`src/rtl/wander_pkg.sv`:
```
package wander_pkg;

    typedef enum logic [4:0] {
        MV_FWD   = 5'b00001,
        MV_LEFT  = 5'b00010,
        MV_RIGHT = 5'b00100,
        MV_BACK  = 5'b01000,
        MV_STOP  = 5'b10000
    } move_t;

    typedef enum logic [2:0] {
        ST_IDLE,
        ST_FWD,
        ST_TURN,
        ST_BACK,
        ST_ESC,
        ST_WAIT
    } wstate_t;

    localparam logic DIR_L = 1'b0;
    localparam logic DIR_R = 1'b1;

    function automatic int imax(input int a, input int b);
        return (a > b) ? a : b;
    endfunction

endpackage

```
`src/rtl/wander_lfsr.sv`:
```
module wander_lfsr #(
    parameter logic [15:0] SEED = 16'hACE1
) (
    input  logic clk,
    input  logic rst_n,
    output logic rnd
);
    logic [15:0] sr_q;
    logic        fb;

    assign fb  = sr_q[15] ^ sr_q[13] ^ sr_q[12] ^ sr_q[10];
    assign rnd = sr_q[15];

    always_ff @(posedge clk) begin
        if (!rst_n) sr_q <= (SEED == 16'h0) ? 16'h0001 : SEED;
        else        sr_q <= {sr_q[14:0], fb};
    end
endmodule

```
`src/rtl/wander_phase_timer.sv`:
```
module wander_phase_timer #(
    parameter int CW = 5
) (
    input  logic          clk,
    input  logic          rst_n,
    input  logic          step,
    input  logic          clear,
    input  logic [CW-1:0] limit,
    output logic          last
);
    logic [CW-1:0] cnt_q;

    assign last = (cnt_q == (limit - CW'(1)));

    always_ff @(posedge clk) begin
        if (!rst_n)           cnt_q <= '0;
        else if (clear)       cnt_q <= '0;
        else if (step && !last) cnt_q <= cnt_q + CW'(1);
    end
endmodule

```
`src/rtl/wander_turn_history.sv`:
```
module wander_turn_history #(
    parameter int STREAK_MAX = 3,
    localparam int SW = $clog2(STREAK_MAX + 1)
) (
    input  logic clk,
    input  logic rst_n,
    input  logic clear,
    input  logic push,
    input  logic push_dir,
    output logic full
);
    logic [SW-1:0] run_q;
    logic          last_dir_q;

    assign full = (run_q >= SW'(STREAK_MAX));

    always_ff @(posedge clk) begin
        if (!rst_n) begin
            run_q      <= '0;
            last_dir_q <= 1'b0;
        end else if (clear) begin
            run_q <= '0;
        end else if (push) begin
            last_dir_q <= push_dir;
            if (run_q != '0 && push_dir == last_dir_q) begin
                if (!full) run_q <= run_q + SW'(1);
            end else begin
                run_q <= SW'(1);
            end
        end
    end
endmodule

```
`src/rtl/wander_ctrl.sv`:
```
module wander_ctrl
    import wander_pkg::*;
#(
    parameter int          FWD_TICKS  = 8,
    parameter int          TURN_TICKS = 4,
    parameter int          BACK_TICKS = 4,
    parameter int          WAIT_TICKS = 16,
    parameter int          STREAK_MAX = 3,
    parameter logic [15:0] LFSR_SEED  = 16'hACE1
) (
    input  logic       clk,
    input  logic       rst_n,
    input  logic       tick,
    input  logic       near,
    input  logic       peer_l,
    input  logic       peer_r,
    input  logic       obst_l,
    input  logic       obst_r,
    output logic [4:0] cmd,
    output logic       busy
);
    localparam int MAXT = imax(imax(FWD_TICKS, TURN_TICKS), imax(BACK_TICKS, WAIT_TICKS));
    localparam int CW   = $clog2(MAXT + 1);

    wstate_t       state_q, state_d;
    logic          dir_q, dir_d;
    logic          rnd;
    logic          ph_last, ph_clear;
    logic [CW-1:0] ph_limit;
    logic          hist_full, hist_push, hist_clr;
    logic          blocked, peer_near;

    assign blocked   = near & obst_l & obst_r;
    assign peer_near = near & (peer_l | peer_r);

    wander_lfsr #(.SEED(LFSR_SEED)) u_lfsr (
        .clk  (clk),
        .rst_n(rst_n),
        .rnd  (rnd)
    );

    always_comb begin
        unique case (state_q)
            ST_FWD:         ph_limit = CW'(FWD_TICKS);
            ST_TURN,ST_ESC: ph_limit = CW'(TURN_TICKS);
            ST_BACK:        ph_limit = CW'(BACK_TICKS);
            ST_WAIT:        ph_limit = CW'(WAIT_TICKS);
            default:        ph_limit = CW'(1);
        endcase
    end

    assign ph_clear = tick && (state_d != state_q);

    wander_phase_timer #(.CW(CW)) u_timer (
        .clk  (clk),
        .rst_n(rst_n),
        .step (tick),
        .clear(ph_clear),
        .limit(ph_limit),
        .last (ph_last)
    );

    wander_turn_history #(.STREAK_MAX(STREAK_MAX)) u_hist (
        .clk     (clk),
        .rst_n   (rst_n),
        .clear   (hist_clr),
        .push    (hist_push),
        .push_dir(dir_d),
        .full    (hist_full)
    );

    // next-state decision, evaluated only on a tick
    always_comb begin
        state_d   = state_q;
        dir_d     = dir_q;
        hist_push = 1'b0;
        hist_clr  = 1'b0;
        if (tick) begin
            unique case (state_q)
                ST_IDLE: begin
                    if (peer_near) begin
                        state_d   = ST_TURN;
                        dir_d     = peer_l ? DIR_R : DIR_L;
                        hist_push = 1'b1;
                    end else if (blocked) begin
                        state_d = ST_WAIT;
                    end else if (near && obst_r) begin
                        state_d   = ST_TURN;
                        dir_d     = DIR_L;
                        hist_push = 1'b1;
                    end else if (near && obst_l) begin
                        state_d   = ST_TURN;
                        dir_d     = DIR_R;
                        hist_push = 1'b1;
                    end else begin
                        state_d  = ST_FWD;
                        hist_clr = 1'b1;
                    end
                end
                ST_FWD: begin
                    if (ph_last) begin
                        state_d   = ST_TURN;
                        dir_d     = rnd;
                        hist_push = 1'b1;
                    end
                end
                ST_TURN: begin
                    if (ph_last) begin
                        if (hist_full) begin
                            state_d  = ST_BACK;
                            dir_d    = ~dir_q;
                            hist_clr = 1'b1;
                        end else begin
                            state_d = ST_IDLE;
                        end
                    end
                end
                ST_BACK: begin
                    if (ph_last) state_d = ST_ESC;
                end
                ST_ESC: begin
                    if (ph_last) state_d = ST_IDLE;
                end
                ST_WAIT: begin
                    if (!blocked) begin
                        state_d = ST_IDLE;
                    end else if (ph_last) begin
                        state_d = ST_BACK;
                        dir_d   = rnd;
                    end
                end
                default: state_d = ST_IDLE;
            endcase
        end
    end

    // state register
    always_ff @(posedge clk) begin
        if (!rst_n) begin
            state_q <= ST_IDLE;
            dir_q   <= DIR_L;
        end else begin
            state_q <= state_d;
            dir_q   <= dir_d;
        end
    end

    // outputs
    always_comb begin
        unique case (state_q)
            ST_FWD:         cmd = MV_FWD;
            ST_TURN,ST_ESC: cmd = (dir_q == DIR_R) ? MV_RIGHT : MV_LEFT;
            ST_BACK:        cmd = MV_BACK;
            default:        cmd = MV_STOP;
        endcase
        busy = (state_q != ST_IDLE);
    end
endmodule

```
`config.mk`:
```
export PLATFORM = sky130hd
export DESIGN_NAME = wander_ctrl
export DESIGN_NICKNAME = d
export VERILOG_FILES = /design/src/rtl/wander_pkg.sv /design/src/rtl/wander_lfsr.sv /design/src/rtl/wander_phase_timer.sv /design/src/rtl/wander_turn_history.sv /design/src/rtl/wander_ctrl.sv
export SDC_FILE = /design/constraint.sdc
export NUM_CORES = 1
export LEC_CHECK = 0
export BUFFER_PORTS_ARGS = -buffer_cell sky130_fd_sc_hd__buf_2
export CORE_AREA = 2 2 76 78
export CTS_BUF_LIST = sky130_fd_sc_hd__clkbuf_4
export CTS_CLUSTER_DIAMETER = 100
export DETAILED_ROUTE_END_ITERATION = 8
export DIE_AREA = 0 0 78 80
export PLACE_DENSITY = 0.41
export RECOVER_POWER = 100
export SLEW_MARGIN = 20
export SYNTH_ARGS = -nofsm -noshare
export SYNTH_HDL_FRONTEND = slang
export SYNTH_SLANG_ARGS = --single-unit
export TNS_END_PERCENT = 20
```
`constraint.sdc`:
```
create_clock -name clk -period 3.9 [get_ports clk]
set_input_delay 0 -clock clk [delete_from_list [all_inputs] [get_ports clk]]
set_output_delay 0 -clock clk [all_outputs]
set_load 0.01 [all_outputs]
```
==> metrics.md <==
| Metric | Value |
|---|---|
| Most frequent cells in the layout | `28 x dfxtp_1, 13 x nand2_1, 13 x a21oi_1` |
| RSZ-0062 raised after global routing | `no` |
| Net Count, Synth | `197` |
| Gr busiest metal | `met2` |
| Multi-input logic area | `914.6 sq um` |
| CTS Hold Bufs | `1` |
| Final ANT Viol Nets | `0` |
| End of the worst register-to-register path | `u_hist.run_q[1]$_SDFFE_PP0P_` |
| Flops & latches, synth | `28` |
| Initial DRT Pass Iterations | `4` |
| Largest net degree at the start of global routing | `21` |
| Pwr Total | `0.6997 mW` |
| Reg power frac | `47.1%` |
| Layout Cells excl Fill | `268` |
| Cell Area, Synth | `0.001565 sq mm` |
| Met2 Use GR | `18.79%` |
| Synth area leader | `dfxtp_1` |
| Sw power | `0.2176 mW` |
| Status | `completed` |
| Min Clock Period, post-route | `3295 ps` |
| Seq/Total Area, Yosys | `35.81%` |
| Diodes inserted | `0` |
| Yosys warns | `0` |
| DRT iter0 DRCs | `87` |
| Syn avg cell area | `8.415 sq um` |
| EDFF count, synth | `0` |
| Combinational power share | `25.8%` |
| Final setup viols | `0` |
| Least-Margin Pin Slew | `663.2 ps` |
| Post-synthesis async set-or-reset flop share | `0%` |
| Hold wc startpoint | `tick` |
| Startpoint types | `flip-flop` |
| Worst R2R Path Depth | `9` |
| Cell row count | `27` |
| TritonCTS buffer count | `3` |
| Syn-to-layout area delta | `10.23%` |
| Placed cells | `263` |
| Commonest non-fill, non-tap cell in the layout | `dfxtp_1` |
| Maxcap violations | `0` |
| Yosys top cell area share | `35.81%` |
| Final Hold Slack | `76.09 ps` |
| Internal cell power | `0.4821 mW` |
| Setup Skew | `5.873 ps` |
| Clock root buffer | `clkbuf_4` |
| Final WS setup | `604.9 ps` |
| Antenna violations before repair | `0` |
| DP Wirelength | `2.672 mm` |
| Postcts setup bufs | `0` |
| Starting Density | `28.96%` |
| First-pass GRT wire length | `6.465 mm` |
| Max FO, Critical Path | `20` |
| Mapped Cells | `186` |
| TNS Setup | `0 ps` |
| WL per Instance | `13.58 um` |
| Max incr delay on CP | `550 ps` |
| # DRC | `0` |
| Final core utilization | `31.92%` |
| Clock tree from TritonCTS | `built` |
| Clock insertion delay at the later pin of the skew report | `330 ps` |
| Worst Path Arrival | `3570 ps` |
| Fill cell count | `586` |
| Placed cell areas | `0.001687 sq mm` |
| Maximum achievable frequency | `303.5 MHz` |
| Clk pwr share | `27.1%` |
| Reg-to-reg startpoint | `state_q[2]$_SDFF_PN0_` |
| Cts repair resizes | `0` |
| Top area cells in the synthesized netlist | `dfxtp_1 36%, a21oi_1 4.2%, nand2b_1 4.0%, and2_1 3.6%, o21ai_0 3.2%` |
| Final hold vios | `0` |
| Final instance area | `0.001725 sq mm` |
| Switching share of power | `31.09%` |
| CP Capture Point | `u_hist.run_q[1]$_SDFFE_PP0P_` |
| Total track usage | `13.01%` |
| Critical Path Sink Type | `flip-flop` |
| Vias per inst | `5.175` |
| Share of layout cells above drive strength 1 | `9.694%` |
| Ports | `14` |
| RePlAce Congestion | `0.7926` |
| Core ar. | `0.005405 sq mm` |
| Clock Path Buffers | `2` |
| Post-synth top flop | `dfxtp_1` |
| Netlist cell types | `48` |
| Number of H-tree branching levels | `1` |
| DIE AREA | `0.006240 sq mm` |
| Die X | `78 um` |
| Met3 GRT Util | `3.054%` |
| Critical path startpoint | `state_q[2]$_SDFF_PN0_` |
| Rel. slew slack | `55.78%` |
| Power per cell area | `405.5 mW/mm^2` |
| Required @ worst endpoint | `4180 ps` |
| Dpl ws | `830.9 ps` |
| Nets | `208` |
| Period utilisation layout | `84.49%` |
| # port buffers | `13` |
| WL final | `3.639 mm` |
| Type of the most critical hold path | `input port to flip-flop` |
| Clock Sinks | `28` |
| Final max-slew violation count | `0` |
| Leak Pwr | `0.6274 nW` |
| Via count | `1387` |
| GRT overflow | `0` |
| Slowest CP cell | `dfxtp_1` |
| CP cell instances | `nor3_1 -> inv_1 -> a211o_1 -> a21oi_2 -> mux2i_1 -> o21ai_0 -> or3_2 -> a221o_1 -> a21boi_1` |
| Crit path kind | `flip-flop to flip-flop` |
| Clock-pin slew on the worst setup and hold paths | `150 ps` |
| Die H | `80 um` |
| Met1 usage | `18.21%` |
| Worst vdd ir | `0.0001414 V` |
| FF/Latch Area | `560.5 sq um` |
| Number of global-route vias before repair | `1316` |
| Reg2Reg Setup Slack | `600 ps` |
## routing by layer
| layer | part of all wire (%) | vias up |
|---|---|---|
| met5 | 0 | - |
| met4 | 1.6 | 0 |
| li1 | - | 692 |
| met1 | 51 | 660 |
| met2 | 43 | 29 |
| met3 | 4.6 | 6 |
## critical path: cells and delay by family, from the launching register on
family | cells | cell delay, ps
DFF | 1 | 550
AOI/OAI and AO/OA | 5 | 1320
buffers and inverters | 1 | 190
and+or+nand+nor | 2 | 900
muxes | 1 | 280
## power groups by stage
stage                     Sequential, mW  Combinational [mW]  Clock, mW
after floorplan                    0.322               0.150          0
final                              0.329               0.181      0.189
after global routing               0.334               0.204      0.216
after CTS                          0.331               0.186      0.201
after global placement             0.336               0.184          0
after detailed placement           0.337               0.185          0
## sequential cells by signal, indices dropped and copies added, names as in the netlist
register           cells
u_hist.run_q           2
dir_q                  1
state_q                3
u_timer.cnt_q          5
u_hist.last_dir_q      1
u_lfsr.sr_q           16
## layout make-up
type / count / share of cell area (%)
flip-flops and latches: 28 / 32.49
inverters: 10 / 2.175
well taps: 72 / 5.221
repair buffers: 14 / 4.061
clock inverters: 1 / 1.740
clock buffers: 3 / 1.305
multi-input cells: 140 / 53.01
## worst min-delay path by stage
stage,slack (ps),cells after the start,end
finish,80,2,state_q[1]$_SDFF_PN0_
global route,60,2,state_q[1]$_SDFF_PN0_
CTS,40,2,state_q[1]$_SDFF_PN0_
detailed placement,340,2,u_lfsr.sr_q[10]$_SDFF_PN1_
global placement,320,2,u_lfsr.sr_q[0]$_SDFF_PN1_
floorplan,70,1,u_lfsr.sr_q[10]$_SDFF_PN1_
## cell usage after synthesis, drive strengths merged, types with 4 or more instances
cell type and number:
xor2 4, nand2 13, clkbuf 8, and2 9, dfxtp 28, nor3 7
a21oi 14, nand4 6, inv 9, o21ai 11, nor2 12, xnor2 5
nand2b 10, a31oi 4
## cell families (layout without fill, tap and decap cells)
family / after synthesis / in the layout / synth area share, %
and+or+nand+nor: 69 / 69 / 24.78
DFF: 28 / 28 / 35.81
buffers and inverters: 18 / 28 / 4.556
muxes: 2 / 2 / 1.279
xor gates and xnor gates: 9 / 9 / 5.036
AOI/OAI and AO/OA: 57 / 57 / 26.14
adders and majority gates: 3 / 3 / 2.398
Power figures use the tool's default switching activity.
